==> src/rtl/booth_mul_pkg.sv <==
package booth_mul_pkg;

    // One recoded radix-4 digit; the value is the multiple of op_a selected.
    typedef enum logic [2:0] {
        DIG_ZERO = 3'd0,
        DIG_P1   = 3'd1,
        DIG_P2   = 3'd2,
        DIG_M1   = 3'd5,
        DIG_M2   = 3'd6
    } booth_digit_e;

endpackage

==> src/rtl/booth_recoder.sv <==
module booth_recoder
    import booth_mul_pkg::*;
(
    input  logic [2:0]   window,
    output booth_digit_e digit
);

    // window = {b[2i+1], b[2i], b[2i-1]}
    always_comb begin
        unique case (window)
            3'b000:  digit = DIG_ZERO;
            3'b001:  digit = DIG_P1;
            3'b010:  digit = DIG_P1;
            3'b011:  digit = DIG_P2;
            3'b100:  digit = DIG_M2;
            3'b101:  digit = DIG_M1;
            3'b110:  digit = DIG_M1;
            default: digit = DIG_ZERO;
        endcase
    end

endmodule

==> src/rtl/booth_pp_row.sv <==
module booth_pp_row
    import booth_mul_pkg::*;
#(
    parameter int OP_W = 16,
    localparam int RW = OP_W + 1
) (
    input  logic [OP_W-1:0] mcand,
    input  booth_digit_e    digit,
    output logic [RW-1:0]   row,
    output logic            neg
);

    logic [RW-1:0] one_x;
    logic [RW-1:0] two_x;

    assign one_x = {mcand[OP_W-1], mcand};
    assign two_x = {mcand, 1'b0};

    // Negative digits invert the multiple; the +1 is owed via neg.
    always_comb begin
        unique case (digit)
            DIG_P1:  begin row = one_x;  neg = 1'b0; end
            DIG_P2:  begin row = two_x;  neg = 1'b0; end
            DIG_M1:  begin row = ~one_x; neg = 1'b1; end
            DIG_M2:  begin row = ~two_x; neg = 1'b1; end
            default: begin row = '0;     neg = 1'b0; end
        endcase
    end

endmodule

==> src/rtl/booth_accum.sv <==
module booth_accum #(
    parameter int NROWS = 8,
    parameter int RW    = 17,
    parameter int PW    = 32
) (
    input  logic [NROWS-1:0][RW-1:0] rows,
    input  logic [NROWS-1:0]         negs,
    output logic [PW-1:0]            sum
);

    always_comb begin
        logic [PW-1:0] acc;
        logic [PW-1:0] ext;
        acc = '0;
        for (int i = 0; i < NROWS; i++) begin
            ext = {{(PW-RW){rows[i][RW-1]}}, rows[i]};
            acc = acc + (ext << (2*i));
            acc = acc + (PW'(negs[i]) << (2*i));
        end
        sum = acc;
    end

endmodule

==> src/rtl/booth_mul_r4.sv <==
module booth_mul_r4
    import booth_mul_pkg::*;
#(
    parameter int OP_W   = 16,
    parameter int STAGES = 2
) (
    input  logic                   clk,
    input  logic                   rst_n,
    input  logic                   valid_in,
    input  logic [OP_W-1:0]        op_a,
    input  logic [OP_W-1:0]        op_b,
    output logic                   valid_out,
    output logic [2*OP_W-1:0]      product
);

    localparam int NROWS = OP_W / 2;
    localparam int RW    = OP_W + 1;
    localparam int PW    = 2 * OP_W;

    logic [OP_W:0]             b_ext;
    booth_digit_e              digits [NROWS];
    logic [NROWS-1:0][RW-1:0]  rows_c;
    logic [NROWS-1:0]          negs_c;
    logic [NROWS-1:0][RW-1:0]  rows_s;
    logic [NROWS-1:0]          negs_s;
    logic                      vld_s;
    logic [PW-1:0]             sum_c;

    assign b_ext = {op_b, 1'b0};

    for (genvar i = 0; i < NROWS; i++) begin : g_row
        booth_recoder u_rec (
            .window (b_ext[2*i+2 : 2*i]),
            .digit  (digits[i])
        );
        booth_pp_row #(.OP_W(OP_W)) u_pp (
            .mcand (op_a),
            .digit (digits[i]),
            .row   (rows_c[i]),
            .neg   (negs_c[i])
        );
    end

    // Optional register between row generation and summation.
    if (STAGES >= 2) begin : g_row_reg
        always_ff @(posedge clk) begin
            if (!rst_n) begin
                rows_s <= '0;
                negs_s <= '0;
                vld_s  <= 1'b0;
            end else begin
                rows_s <= rows_c;
                negs_s <= negs_c;
                vld_s  <= valid_in;
            end
        end
    end else begin : g_row_pass
        assign rows_s = rows_c;
        assign negs_s = negs_c;
        assign vld_s  = valid_in;
    end

    booth_accum #(.NROWS(NROWS), .RW(RW), .PW(PW)) u_acc (
        .rows (rows_s),
        .negs (negs_s),
        .sum  (sum_c)
    );

    // Optional output register.
    if (STAGES >= 1) begin : g_out_reg
        always_ff @(posedge clk) begin
            if (!rst_n) begin
                product   <= '0;
                valid_out <= 1'b0;
            end else begin
                product   <= sum_c;
                valid_out <= vld_s;
            end
        end
    end else begin : g_out_pass
        assign product   = sum_c;
        assign valid_out = vld_s;
    end

endmodule

==> config.mk <==
export PLATFORM = sky130hd
export DESIGN_NAME = booth_mul_r4
export DESIGN_NICKNAME = d
export VERILOG_FILES = /design/src/rtl/booth_mul_pkg.sv /design/src/rtl/booth_recoder.sv /design/src/rtl/booth_pp_row.sv /design/src/rtl/booth_accum.sv /design/src/rtl/booth_mul_r4.sv
export SDC_FILE = /design/constraint.sdc
export NUM_CORES = 1
export LEC_CHECK = 0
export CAP_MARGIN = 10
export CORE_ASPECT_RATIO = 1.2
export CORE_MARGIN = 2
export CORE_UTILIZATION = 30
export DETAILED_ROUTE_END_ITERATION = 12
export MAX_ROUTING_LAYER = met4
export SYNTH_ARGS = -nofsm -noshare
export SYNTH_HDL_FRONTEND = slang
export SYNTH_SLANG_ARGS = --single-unit
export TNS_END_PERCENT = 20
==> constraint.sdc <==
create_clock -name clk -period 4.6 [get_ports clk]
set_input_delay 0.69 -clock clk [delete_from_list [all_inputs] [get_ports clk]]
set_output_delay 0.69 -clock clk [all_outputs]
set_load 0.02 [all_outputs]
# Word level (Yosys, flattened, before mapping)
# Index checks and enable logic that the tools add are counted.
# totals
output_inout_bits	33
register_bits	178
input_bits	35
word_cells	152
# classes
reduce_logical	22
addsub	15
eq_ne	77
n_bitwise	2
mux	24
# op_table
op	count
$pmux W17 S4	8
$add A32 B32 Y32	7
$eq A3 B3 Y1 const B	37
$pmux W3 S4	7
$eq A3 B2 Y1 const B	22
$eq A3 B1 Y1 const B	15
$reduce_or A2 Y1	22
$not A17 Y17	2
$add A32 B11 Y32	1
$add A32 B13 Y32	1
$add A32 B15 Y32	1
$add A32 B3 Y32	1
$add A32 B5 Y32	1
$add A32 B7 Y32	1
$add A32 B9 Y32	1
$add A17 B2 Y18	1
$pmux W3 S3	1
$mux W1	8
$eq A2 B2 Y1 const B	2
$eq A2 B1 Y1 const B	1

# Longest topological paths before layout
# Gate-level depths: netlist (run 1).
# logic_depth
ltp_word	15
depth_mapped	23
mapped_depth_nobuf	22

# Cells and area by module
# Synthesis (run 1) repeated with hierarchy kept, for this count alone.
# hier_totals
cells_unflattened	1734
area_unflattened_um2	14791.7
# modules_own_cells
module	n_inst	cells_per_inst	area_per_inst_um2	seq_area_each_um2
booth_accum	1	590	5181.2	0.0
booth_mul_r4	1	376	4855.9	3563.4
booth_pp_row	8	91	561.8	0.0
booth_recoder	8	5	32.5	0.0

# Least setup slack after synthesis (run 1)
# Ideal clock, no wire load.
# synth_path
path_kind	reg2reg
from	reg rows_s[0] (netlist bit)
to	reg product[26]
setup_slack_ps	-409
path_stages_with_launch	23
required_time_ps	4472
t_arrival_ps	4881
setup_ps	128
period_less_slack_ps	5009
n_path_buf	1
cell_sequence	dfxtp_1 > ha_1 > ha_1 > nand3_1 > nor2_1 > and2_1 > nand3_1 > xnor2_1 > fa_1 > fa_1 > inv_1 > fa_1 > fa_1 > inv_1 > ha_1 > buf_6 > a21o_1 > o21bai_1 > a221oi_2 > o21ai_2 > a211oi_4 > xor2_1 > nor2_1
# synth_between
elab_chain_cells	15
# synth_rtl
element	line_no	source
start: declaration	booth_mul_r4.sv:24	logic [NROWS-1:0][RW-1:0] rows_s;
start signal: assignment	booth_mul_r4.sv:52	rows_s <= rows_c;
$add A17 B2 Y18	booth_accum.sv:18	acc = acc + (PW'(negs[i]) << (2*i));
$add A32 B32 Y32	booth_accum.sv:17	acc = acc + (ext << (2*i));
$add A32 B3 Y32	booth_accum.sv:18	
$add A32 B32 Y32	booth_accum.sv:17	
$add A32 B5 Y32	booth_accum.sv:18	
$add A32 B32 Y32	booth_accum.sv:17	
$add A32 B7 Y32	booth_accum.sv:18	
$add A32 B32 Y32	booth_accum.sv:17	
$add A32 B9 Y32	booth_accum.sv:18	
$add A32 B32 Y32	booth_accum.sv:17	
$add A32 B11 Y32	booth_accum.sv:18	
$add A32 B32 Y32	booth_accum.sv:17	
$add A32 B13 Y32	booth_accum.sv:18	
$add A32 B32 Y32	booth_accum.sv:17	
$add A32 B15 Y32	booth_accum.sv:18	
end signal: assignment	booth_mul_r4.sv:76	product <= sum_c;
end: declaration	booth_mul_r4.sv:13	output logic [2*OP_W-1:0] product
# No other way between the ends.
# A chain may end at the register's enable or synchronous reset.

# Final worst setup path (run 1)
# layout_path
from	reg negs_s[0]
to	reg product[26]
# layout_between
elab_chain_cells	15
# layout_rtl
element	line_no	source
start: declaration	booth_mul_r4.sv:25	logic [NROWS-1:0] negs_s;
start signal: assignment	booth_mul_r4.sv:53	negs_s <= negs_c;
$add A17 B2 Y18	booth_accum.sv:18	
$add A32 B32 Y32	booth_accum.sv:17	
$add A32 B3 Y32	booth_accum.sv:18	
$add A32 B32 Y32	booth_accum.sv:17	
$add A32 B5 Y32	booth_accum.sv:18	
$add A32 B32 Y32	booth_accum.sv:17	
$add A32 B7 Y32	booth_accum.sv:18	
$add A32 B32 Y32	booth_accum.sv:17	
$add A32 B9 Y32	booth_accum.sv:18	
$add A32 B32 Y32	booth_accum.sv:17	
$add A32 B11 Y32	booth_accum.sv:18	
$add A32 B32 Y32	booth_accum.sv:17	
$add A32 B13 Y32	booth_accum.sv:18	
$add A32 B32 Y32	booth_accum.sv:17	
$add A32 B15 Y32	booth_accum.sv:18	
# No other way between the ends.

==> summary.txt, run 1 <==
run status: complete, but fails checks
failing checks: setup timing
critical path's slowest cell: fa_1
vias in the first global route: 9661
DP Cell Count: 1979
Synth Cell Area: 12600 um2
Reg power frac: 0.294
Max Slew Vio Count: 0
Data required, critical path: 4.90 ns
Area contributors post-synth: dfxtp_1 28%, fa_1 20%, xor2_1 9.6%
clock latency on the worst-skew pair: 0.44 ns
worst hold start: vld_s
Die X: 191 um
top cell type's share of synthesized area: 0.282
initial core utilization: 0.303
CP Class: flop to flop
htree depth: 4
met1 usage: 0.183
I/O Buffers: 67
critical path launch point type: flop
# clock sinks: 178
RSZ-0062 raised after global routing: true
Top FF cell, synth: dfxtp_1
top-count cell post-synth: inv_1
proportion of layout cells with a drive suffix above 1: 0.155
fin crit share: 1.06
Antenna Violating Nets Remaining: 0
CTS tree: yes
CP Launch Point: negs_s[0]
DRT iter0 DRCs: 469
Vias: 9164
Max Root-Sink Buffers: 2
GPL Wtd Cong: 0.924
normalized max-slew margin: 0.263
CTS Buf Count: 17
synth unique cells: 49
setup violators final: 16
Setup crit end kind: flop
Synth Instances: 1363
Peak VDD IR: 0.290 mV
first drt pass iteration count: 5
antenna violations before repair: 0
first-pass GRT wire length: 50.3 mm
Core Footprint: 41700 um2
root buffer cell: clkbuf_16
GR peak layer: met2
Slew @ Worst Pin: 1.10 ns
Switching Share: 0.372
Clock power frac: 0.214
Fin. Hold Viols: 0
fin worst setup slack: -0.276 ns
Final min period: 4.88 ns
met3 Track Usage GR: 0.0247
Critical Path, Cell by Cell: ha_4 -> ha_4 -> nand3_4 -> nor2_4 -> and2_4 -> nand3_2 -> xnor2_2 -> fa_2 -> fa_1 -> inv_1 -> fa_1 -> fa_1 -> inv_2 -> ha_4 -> a21o_1 -> o21bai_4 -> a221oi_2 -> o21ai_2 -> a211oi_4 -> xor2_1 -> nor2_1
Nets: 1697
Post-synth EDFFs: 0
I/O Pins: 68
skew final: 0.0133 ns
Critical Path AT: 5.17 ns
Pwr Density: 394 nW/um2
Logic pwr share: 0.491
WL final: 31.6 mm
sequential area share after synthesis: 0.282
critical path's largest stage delay: 0.51 ns
Leakage: 0.00674 uW
met2 usage: 0.254
grt ovf: 0
HP Class: flop to flop
Max-Cap Viols: 0
post-DP HPWL: 25.0 mm
multiplexer area fraction after synthesis: 0.0143
crit-path leading delay family: adder cells
# DRC: 0
Avg Inst Size Synth: 9.26 um2
Critical Path Fanout Max: 3
Pint: 3840 uW
Synth Area in Compound Gates: 0.118
most frequent cells after synthesis: 202 x inv_1, 180 x nor2_1, 178 x dfxtp_1
reg2reg start: negs_s[0]
die area: 43700 um2
Hold Buf Count CTS: 0
Via-to-Cell Ratio: 4.55
row cnt: 82
Synthesized Nets: 1602
Ant. Diodes: 0
pre-CTS setup slack: -0.545 ns
die height: 229 um
Overall Global Routing Usage: 0.153
fraction of registers with async set/reset: 0
largest family of logic cells by synthesized area: adder cells
non-filler cells, final: 2014
largest net degree at the start of global routing: 46
clock slew at reported path FFs: 0.07 ns
Synth Area in Adders: 0.277
cell taking the most area after synthesis: dfxtp_1
DR WL/cell: 15.7 um
Yosys reg bits: 178
synthesis-to-layout area growth: 22.8%
XOR/XNOR Fraction of Synth Area: 0.110
fmax: 205 MHz
Switch Pwr: 2280 uW
YS warnings: 0
buffers plus inverters on the worst setup path: 2
simple-gate portion of the synthesized area: 0.109
WHS: 0.434 ns
## cells by family after synthesis
kind of cell,Yosys count
AO/OA/AOI/OAI,203
flip-flops,178
adder cells (fa/ha/maj),204
multiplexers,18
buffers and inverters,294
AND/OR/NAND/NOR,307
XOR/XNOR,159
## worst paths after layout
kind	endpoint	slack, ns	depth (start not counted)
max	product[26]	-0.28	21
min	valid_out	0.43	1
max reg2reg	product[26]	-0.28	21
min reg2reg	valid_out	0.43	1
## worst reg2reg max path, cell delays in order (launching register included)
cell,delay (ns)
dfxtp_2,0.34
ha_4,0.15
ha_4,0.14
nand3_4,0.08
nor2_4,0.15
and2_4,0.17
nand3_2,0.08
xnor2_2,0.15
fa_2,0.39
fa_1,0.48
inv_1,0.05
fa_1,0.45
fa_1,0.51
inv_2,0.05
ha_4,0.21
a21o_1,0.17
o21bai_4,0.18
a221oi_2,0.27
o21ai_2,0.14
a211oi_4,0.36
xor2_1,0.18
nor2_1,0.05
## power groups by stage
stage	logic (uW)	clock network (uW)	registers, uW
after floorplan	1540	0	1950
after CTS	2810	1340	1800
after global placement	2610	0	1840
after global routing	3350	1390	1820
after detailed placement	2660	0	1840
final	3000	1310	1800
## placed cells by master (no fill, tap or decap), drive strengths merged, types with 8 or more instances in the layout
master / n
nor3b: 13
clkdlybuf4s50: 67
nand2: 44
mux2i: 18
buf: 100
a21oi: 25
nand2b: 14
a22oi: 125
xnor2: 21
nand4: 8
nand3: 10
and2: 21
fa: 125
xor2: 138
o21ai: 15
nor2: 180
ha: 79
inv: 204
dfxtp: 178
clkbuf: 20
## through the flow
stage	area [um2]	TNS [ns]	power [uW]	util
floorplan	12700	-2.43	3490	-
global placement	14400	-5.85	4450	0.345
detailed placement	14400	-7.02	4500	0.345
CTS	15200	-3.23	5960	0.364
global route	15500	-5.57	6560	0.372
finish	15500	-2.25	6110	0.372
## cell type report
type / count / area (um2)
Clock buffer: 20 / 447
Clock inverter: 9 / 61.3
Fill cell: 4145 / 26200
Inverter: 203 / 762
Multi-Input combinational cell: 891 / 8520
Sequential cell: 178 / 3570
Tap cell: 546 / 683
Timing Repair Buffer: 167 / 1460
## state kept, by name, summed over array words and instances, names as in the netlist
signal and flops:
valid_out 1, negs_s 8, vld_s 1, product 32, rows_s 136
## layer usage
layer,share of wire,vias to the layer above
li1,-,4506
met1,0.44,4384
met2,0.48,213
met3,0.037,61
met4,0.041,0
met5,0,-
## timing repair
action	CTS	global route
setup endpoints to repair	19	20
pin swaps	33	46
resized for setup	52	53
setup buffers	4	2
No activity file was read; power rests on OpenSTA's default activity.
==> run 2, diff against run 1 <==
--- a/config.mk
+++ b/config.mk
@@ -11,6 +11,7 @@
 export CORE_UTILIZATION = 30
 export DETAILED_ROUTE_END_ITERATION = 12
 export MAX_ROUTING_LAYER = met4
+export SLEW_MARGIN = 15
 export SYNTH_ARGS = -nofsm -noshare
 export SYNTH_HDL_FRONTEND = slang
 export SYNTH_SLANG_ARGS = --single-unit
==> results of run 2 <==
Final layout, timing and power as in run 1 (identical DEF).
==> run 3, diff against run 2 <==
--- a/config.mk
+++ b/config.mk
@@ -7,10 +7,10 @@
 export LEC_CHECK = 0
 export CAP_MARGIN = 10
 export CORE_ASPECT_RATIO = 1.2
-export CORE_MARGIN = 2
 export CORE_UTILIZATION = 30
 export DETAILED_ROUTE_END_ITERATION = 12
 export MAX_ROUTING_LAYER = met4
+export PLACE_DENSITY_LB_ADDON = 0.15
 export SLEW_MARGIN = 15
 export SYNTH_ARGS = -nofsm -noshare
 export SYNTH_HDL_FRONTEND = slang
==> run 3 against run 2 <==
Effect of this change:
- the run still ends with setup timing left
- routed wire length up 7.4%
- critical path depth unchanged
- via count about the same
- clock-buffer cell count down 2
- critical path type unchanged
==> summary.txt, run 3 (same netlist as run 1, synthesis figures left out) <==
Slew @ Worst Pin: 1.07 ns (was 1.10 ns)
antenna violations before repair: 3 (was 0)
CTS Buf Count: 17 (unchanged)
I/O Pins: 68 (unchanged)
reg2reg setup slack: -0.29 ns (was -0.28 ns)
Vias: 9170 (was 9164)
Data required, critical path: 4.95 ns (was 4.90 ns)
die area: 42900 um2 (was 43700 um2)
Critical Path AT: 5.24 ns (was 5.17 ns)
WHS: 0.438 ns (was 0.434 ns)
clock latency on the worst-skew pair: 0.45 ns (was 0.44 ns)
Fin. Hold Viols: 0 (unchanged)
GPL Wtd Cong: 0.860 (was 0.924)
Top reg by flops: rows_s (unchanged)
final instance area: 15600 um2 (was 15500 um2)
commonest non-fill, non-tap cells in the layout: 198 x inv_1, 175 x nor2_1, 173 x dfxtp_1 (was 197 x inv_1, 174 x nor2_1, 173 x dfxtp_1)
HP Class: flop to flop (unchanged)
DR WL/cell: 16.8 um (was 15.7 um)
critical path launch point type: flop (unchanged)
Worst Setup EP: product[28] (was product[26])
RSZ-0062 raised after global routing: true (unchanged)
reg2reg start: negs_s[0] (unchanged)
vias in the first global route: 9409 (was 9661)
CP Launch Point: negs_s[0] (unchanged)
Leakage: 0.00685 uW (was 0.00674 uW)
Final min period: 4.89 ns (was 4.88 ns)
largest net degree at the start of global routing: 24 (was 46)
CP Class: flop to flop (unchanged)
Max Root-Sink Buffers: 2 (unchanged)
Peak VDD IR: 0.298 mV (was 0.290 mV)
hold depth: 1 (unchanged)
Nets: 1712 (was 1697)
Die X: 189 um (was 191 um)
post-DP HPWL: 27.0 mm (was 25.0 mm)
Core Footprint: 41100 um2 (was 41700 um2)
fmax: 205 MHz (about the same)
DRT iter0 DRCs: 509 (was 469)
Max Slew Vio Count: 0 (unchanged)
run status: complete, but fails checks (unchanged)
RR Endpoint: product[28] (was product[26])
Overall Global Routing Usage: 0.171 (was 0.153)
Setup crit end kind: flop (unchanged)
Max-Cap Viols: 0 (unchanged)
proportion of layout cells with a drive suffix above 1: 0.151 (was 0.155)
skew final: 0.00836 ns (was 0.0133 ns)
Placed Area: 14500 um2 (was 14400 um2)
synthesis-to-layout area growth: 23.3% (was 22.8%)
commonest non-fill, non-tap cell in the layout: inv_1 (unchanged)
Pwr Total: 6280 uW (was 6110 uW)
failing checks: setup timing (unchanged)
setup violators final: 14 (was 16)
first drt pass iteration count: 7 (was 5)
worst r2r path cells: 21 (unchanged)
Via-to-Cell Ratio: 4.52 (was 4.55)
die height: 227 um (was 229 um)
Hold Buf Count CTS: 0 (unchanged)
row cnt: 81 (was 82)
CTS tree: yes (unchanged)
Antenna Violating Nets Remaining: 0 (unchanged)
WL final: 34.0 mm (was 31.6 mm)
number of flip-flops in the largest register: 136 (unchanged)
htree depth: 4 (unchanged)
# DRC: 0 (unchanged)
normalized max-slew margin: 0.282 (was 0.263)
clock slew at reported path FFs: 0.07 ns (about the same)
Critical Path Fanout Max: 3 (unchanged)
grt ovf: 0 (unchanged)
Filler cells: 4233 (was 4145)
biggest regs: rows_s (136), product (32), negs_s (8) (unchanged)
first-pass GRT wire length: 53.4 mm (was 50.3 mm)
fin worst setup slack: -0.287 ns (was -0.276 ns)
Pwr Density: 404 nW/um2 (was 394 nW/um2)
initial core utilization: 0.307 (was 0.303)
# clock sinks: 178 (unchanged)
I/O Buffers: 67 (unchanged)
root buffer cell: clkbuf_16 (unchanged)
fin crit share: 1.06 (about the same)
pre-CTS setup slack: -0.482 ns (was -0.545 ns)
## run 3: how the worst min path moves through the flow
stage / from / endpoint / slack, ns
detailed placement: vld_s / valid_out / 0.43
CTS: vld_s / valid_out / 0.45
floorplan: vld_s / valid_out / 0.41
global route: vld_s / valid_out / 0.47
global placement: vld_s / valid_out / 0.42
finish: vld_s / valid_out / 0.44
## run 3: critical path: stages (launching register included)
cell and delay (ns):
dfxtp_2 0.34, ha_4 0.15, ha_4 0.14, nand3_4 0.08, nor2_4 0.14, and2_4 0.17, buf_6 0.10, nand2_2 0.05
nor2_2 0.09, xor2_1 0.17, ha_2 0.30, fa_1 0.55, fa_1 0.43, fa_1 0.46, ha_4 0.26, a21o_1 0.18
a21o_1 0.18, a221oi_4 0.27, o21ai_4 0.12, a211oi_4 0.35, o21bai_2 0.11, mux2i_1 0.12
## run 3: area by class of cell
class                      instances  area, um2  area share
clock buffer                      18        429      0.0276
timing repair buffer             182       1570       0.101
multi-input combinational        891       8340       0.536
inverter                         203        762      0.0490
antenna                            2       5.00    0.000322
tap                              539        674      0.0433
sequential                       178       3570       0.229
clock inverter                    14        216      0.0139
## run 3: routing by layer
layer / vias up / routed length [um] / track usage
li1: 4542 / - / -
met1: 4426 / 16500 / 0.225
met2: 156 / 15400 / 0.266
met3: 46 / 1150 / 0.0234
met4: 0 / 931 / 0.0656
met5: - / 0 / -
## run 3: per-stage QoR
step | setup TNS [ns] | util | instances
floorplan | -2.43 | - | 1363
global placement | -5.42 | 0.352 | 1987
detailed placement | -5.98 | 0.352 | 1987
CTS | -2.89 | 0.371 | 2020
global route | -6.10 | 0.378 | 2026
finish | -2.37 | 0.378 | 2027
## run 3: power breakdown
part | internal (uW) | switching [uW]
sequential | 1720 | 70.5
clock | 931 | 696
combinational | 1320 | 1540
total | 3980 | 2300
## run 3: timing repair
| item | in CTS | in global routing |
|---|---|---|
| gates resized for setup | 30 | 52 |
| endpoints found under the setup margin | 18 | 20 |
| buffers inserted | 1 | 5 |
| pin swaps | 19 | 33 |
